$ cat src/rtl/clkdisp_pkg.sv
package clkdisp_pkg;
    typedef logic [3:0] code_t;
    typedef logic [7:0] seg_t;

    localparam code_t COLON_LIT  = 4'b1111;
    localparam code_t COLON_DARK = 4'b1110;
    localparam seg_t  SEG_OFF    = 8'h00;
endpackage

$ cat src/rtl/clkdisp_code_sel.sv
module clkdisp_code_sel
    import clkdisp_pkg::*;
#(
    parameter int NUM_DIGITS = 4,
    parameter int IDX_W      = 3
) (
    input  logic [4*NUM_DIGITS-1:0] digits_i,
    input  logic [IDX_W-1:0]        slot_i,
    input  logic                    colon_on_i,
    output code_t                   code_o
);
    always_comb begin
        code_o = colon_on_i ? COLON_LIT : COLON_DARK;
        for (int k = 0; k < NUM_DIGITS; k++) begin
            if (slot_i == IDX_W'(k)) begin
                code_o = digits_i[4*k +: 4];
            end
        end
    end
endmodule

$ cat src/rtl/clkdisp_seg_decode.sv
module clkdisp_seg_decode
    import clkdisp_pkg::*;
(
    input  code_t code_i,
    output seg_t  seg_o
);
    always_comb begin
        unique case (code_i)
            4'd0:    seg_o = 8'hFC;
            4'd1:    seg_o = 8'h60;
            4'd2:    seg_o = 8'hDA;
            4'd3:    seg_o = 8'hF2;
            4'd4:    seg_o = 8'h66;
            4'd5:    seg_o = 8'hB6;
            4'd6:    seg_o = 8'hBE;
            4'd7:    seg_o = 8'hE0;
            4'd8:    seg_o = 8'hFE;
            4'd9:    seg_o = 8'hF6;
            4'd15:   seg_o = 8'hC0;
            default: seg_o = SEG_OFF;
        endcase
    end
endmodule

$ cat src/rtl/clkdisp_cathode.sv
module clkdisp_cathode #(
    parameter int SLOTS = 5,
    parameter int IDX_W = 3
) (
    input  logic [IDX_W-1:0] slot_i,
    output logic [SLOTS-1:0] drive_o,
    output logic [SLOTS-1:0] oe_o
);
    for (genvar g = 0; g < SLOTS; g++) begin : g_cath
        assign oe_o[g]    = (slot_i == IDX_W'(g));
        assign drive_o[g] = 1'b0;
    end
endmodule

$ cat src/rtl/clock_display_scan.sv
module clock_display_scan
    import clkdisp_pkg::*;
#(
    parameter int NUM_DIGITS   = 4,
    parameter int GUARD_CYCLES = 2,
    localparam int SLOTS       = NUM_DIGITS + 1,
    localparam int IDX_W       = $clog2(SLOTS),
    localparam int GRD_W       = $clog2(GUARD_CYCLES + 1)
) (
    input  logic                    clk,
    input  logic                    rst_n,
    input  logic                    scan_en,
    input  logic                    blink_tick,
    input  logic [4*NUM_DIGITS-1:0] digits_i,
    output logic [7:0]              seg_o,
    output logic [SLOTS-1:0]        cath_drive_o,
    output logic [SLOTS-1:0]        cath_oe_o
);
    typedef struct packed {
        logic [IDX_W-1:0] slot;
        logic [GRD_W-1:0] guard;
        logic             blink;
    } state_t;

    state_t st_d, st_q;
    code_t  code_w;
    seg_t   seg_w;

    always_comb begin
        st_d = st_q;
        if (scan_en) begin
            st_d.slot  = (st_q.slot == IDX_W'(SLOTS - 1)) ? '0 : st_q.slot + 1'b1;
            st_d.guard = GRD_W'(GUARD_CYCLES);
        end else if (st_q.guard != '0) begin
            st_d.guard = st_q.guard - 1'b1;
        end
        if (blink_tick) begin
            st_d.blink = ~st_q.blink;
        end
    end

    always_ff @(posedge clk or negedge rst_n) begin
        if (!rst_n) begin
            st_q <= '0;
        end else begin
            st_q <= st_d;
        end
    end

    clkdisp_code_sel #(.NUM_DIGITS(NUM_DIGITS), .IDX_W(IDX_W)) u_code_sel (
        .digits_i  (digits_i),
        .slot_i    (st_q.slot),
        .colon_on_i(st_q.blink),
        .code_o    (code_w)
    );

    clkdisp_seg_decode u_decode (
        .code_i(code_w),
        .seg_o (seg_w)
    );

    clkdisp_cathode #(.SLOTS(SLOTS), .IDX_W(IDX_W)) u_cathode (
        .slot_i (st_q.slot),
        .drive_o(cath_drive_o),
        .oe_o   (cath_oe_o)
    );

    assign seg_o = (st_q.guard != '0) ? SEG_OFF : seg_w;
endmodule

$ cat config.mk
export PLATFORM = sky130hd
export DESIGN_NAME = clock_display_scan
export DESIGN_NICKNAME = d
export VERILOG_FILES = /design/src/rtl/clkdisp_pkg.sv /design/src/rtl/clkdisp_code_sel.sv /design/src/rtl/clkdisp_seg_decode.sv /design/src/rtl/clkdisp_cathode.sv /design/src/rtl/clock_display_scan.sv
export SDC_FILE = /design/constraint.sdc
export NUM_CORES = 1
export LEC_CHECK = 0
export ABC_AREA = 1
export BUFFER_PORTS_ARGS = -buffer_cell sky130_fd_sc_hd__buf_2
export CAP_MARGIN = 40
export CORE_MARGIN = 3
export CORE_UTILIZATION = 50
export CTS_CLUSTER_SIZE = 28
export DETAILED_ROUTE_END_ITERATION = 10
export PLACE_DENSITY = 0.83
export SETUP_SLACK_MARGIN = 0.02
export SYNTH_ARGS = -nofsm -noshare
export SYNTH_HDL_FRONTEND = slang
export SYNTH_SLANG_ARGS = --single-unit
$ cat constraint.sdc
create_clock -name clk -period 5.5 [get_ports clk]
set_clock_uncertainty 0.2 [all_clocks]
set_input_delay 0.275 -clock clk [delete_from_list [all_inputs] [get_ports clk]]
set_output_delay 0.275 -clock clk [all_outputs]
set_load 0.01 [all_outputs]
==> impl_metrics.py <==
metrics = {
    "status": {
        "outcome": "finished, final reports clean",
    },
    "logic_synthesis": {
        "avgSynthCellArea_um2": 6.08,
        "synth_cell_type_count": 23,
        "synthTopCellsByArea": "dfrtp_1 18%, ha_1 18%, nand2_1 17%",
        "ys_seq_area_share_pct": 18.0,
        "synth_warnings": 0,
        "ys_ff_latch": 6,
        "syn_inst": 137,
        "synth.top_cell.area_share_pct": 18.0,
        "synth_largest_area_cell": "dfrtp_1",
        "synthesis.area_um2": 833,
    },
    "cts": {
        "cts.clk_slew.worst_paths_ps": 40,
        "clockBufferDepth": 2,
        "insertion_delay_ps": 230,
        "cts_max_level": 1,
        "tritoncts": "built",
        "cts_buffers": 3,
        "post_cts_buffers": 0,
        "cts.sinks": 6,
        "root_buffer": "clkbuf_4",
    },
    "power": {
        "peakVddDrop_v": 0.000306,
        "cellPowerDensity_nw_per_um2": 545,
        "p_leak_nw": 0.658,
    },
    "finish": {
        "final_cell_mix": "38 x nand2_1, 31 x buf_2, 21 x inv_1",
        "diodes": 0,
        "final_common_cell": "nand2_1",
        "top_register": "st_q",
        "instances_no_fill": 186,
        "drive_above_1_share_pct": 25.3,
        "final_nets": 204,
        "fillers": 149,
        "reg_top3": "st_q (6)",
        "largest_reg_flops": 6,
        "syn2layout_area_growth_pct": 21.3,
    },
    "critical_path": {
        "crit_required_ps": 5030,
        "slowest_delay_ps": 390,
        "critPathMaxFanout": 5,
        "crit_family": "simple AND/OR/NAND/NOR gates",
        "arrival_ps": 2360,
        "slowest_stage": "dfrtp_1",
        "crit_buf_inv": 5,
        "crit_path_cell_trace": "inv_1 > ha_1 > inv_1 > nor2_2 > nand2_1 > nand2_1 > nor2_1 > o21ai_1 > nand2_1 > inv_1 > ha_1 > inv_1 > nor2_1 > o21ai_1 > nor2_1 > buf_2",
        "critPathKind": "flop to output port",
        "cp_common_cell": "inv_1",
        "worstSetupStartpointType": "flop",
        "end_kind": "output port",
    },
    "die": {
        "die_width_um": 46.8,
        "core_um2": 1540,
        "rows": 14,
        "die_area_um2": 2190,
        "dieHeight_um": 46.8,
        "ioPinCount": 38,
        "start_util_pct": 54.1,
    },
    "grt": {
        "grt-busiest-layer": "met2",
        "grt.overflow.total": 0,
        "grt_pass1_vias": 701,
        "grt.met1_usage_pct": 20.4,
        "met2_usage_pct": 29.8,
        "grt_start_max_net_pins": 9,
        "use_met3_pct": 0,
        "antenna_found_initial": 0,
        "grt_pass1_wl_mm": 2.66,
        "grt_usage_pct": 16.1,
    },
    "worst_hold_path": {
        "hp-class": "input port to flop",
    },
    "placed_design": {
        "routabilityCongestion": 0.865,
        "portBuffers": 31,
        "hpwl_mm": 1.45,
        "dp.cells": 182,
    },
    "route": {
        "vias_per_cell": 4.73,
        "routed_wl_mm": 1.65,
        "dr.pass1.iters": 4,
        "wl_per_cell_um": 8.86,
        "ant_nets": 0,
        "drc": 0,
        "drt_iter0_markers": 15,
        "routed-via-count": 879,
    },
    "sta": {
        "rsz0062_at_grt": "false",
        "fmax_ghz": 0.352,
        "period_share_pct": 51.6,
        "report.final.slew_viol_count": 0,
        "hold_violations": 0,
        "period_minus_slack_ps": 2840,
        "setup_violations": 0,
        "tns_ps": 0,
    },
    "flow_run": {
        "drv_cap": 0,
    },
}
## layout make-up
type / instances / area, um^2 / area share, %
clock buffers: 3 / 22.5 / 2.23
well taps: 16 / 20.0 / 1.98
inverters: 26 / 97.6 / 9.65
flip-flops and latches: 6 / 150 / 14.9
repair buffers: 32 / 165 / 16.3
multi-input cells: 103 / 556 / 55.0
## cell families (layout without fill, tap and decap cells)
| family | after synthesis | in the layout | share of synthesized area [%] |
|---|---|---|---|
| adders and majority gates | 12 | 12 | 18.0 |
| AOI/OAI and AO/OA | 17 | 17 | 11.9 |
| DFF | 6 | 6 | 18.0 |
| other | 1 | 6 | 0.450 |
| and+or+nand+nor | 67 | 67 | 33.0 |
| buffers and inverters | 33 | 61 | 17.6 |
| xor gates and xnor gates | 1 | 1 | 1.05 |
## repair_timing
action,4_1_cts,5_1_grt
gates resized for setup,0,0
hold buffers,1,0
hold endpoints to repair,6,0
setup endpoints to repair,0,0
## metrics by stage
step                      utilization, %  hold WS [ps]  total power, mW  worst slack [ps]  cell area (um^2)
after CTS                           65.6          14.1            0.557              2630              1010
after floorplan                        -          -221            0.416              3080               852
after global placement              63.5          -102            0.505              2940               978
final                               65.6          22.3            0.551              2660              1010
after global routing                65.6          35.3            0.631              2400              1010
after detailed placement            63.5         -99.7            0.514              2890               978
## synth_stat cells (all sizes together)
master	number
o21bai	2
buf	6
dfrtp	6
nand2	39
clkbuf	1
o22ai	1
nand3b	1
nor3	2
xor2	1
nand3	4
nor2	21
o21ai	11
ha	12
conb	1
clkinv	1
inv	25
a21oi	3
## power by group
group,switching (mW),internal (mW)
logic,0.276,0.158
clock network,0.0132,0.0245
registers,0.0157,0.0631
total,0.305,0.246
## final timing paths
check                           start  depth (start not counted)  slack (ps)        to
setup / recovery              st_q[3]                         16        2660  seg_o[3]
hold / removal             blink_tick                          2          20   st_q[0]
setup reg to reg              st_q[3]                          3        4170   st_q[5]
hold reg to reg               st_q[0]                          1         270   st_q[0]
max in group asynchronous       rst_n                          2        4790   st_q[0]
min in group asynchronous       rst_n                          2         180   st_q[2]
## metal layers
metal | wire length [um] | vias up
li1 | - | 473
met2 | 901 | 19
met3 | 81 | 0
met4 | 0 | 0
met1 | 665 | 387
met5 | 0 | -
Note: power is estimated with default switching activity, not from simulation.
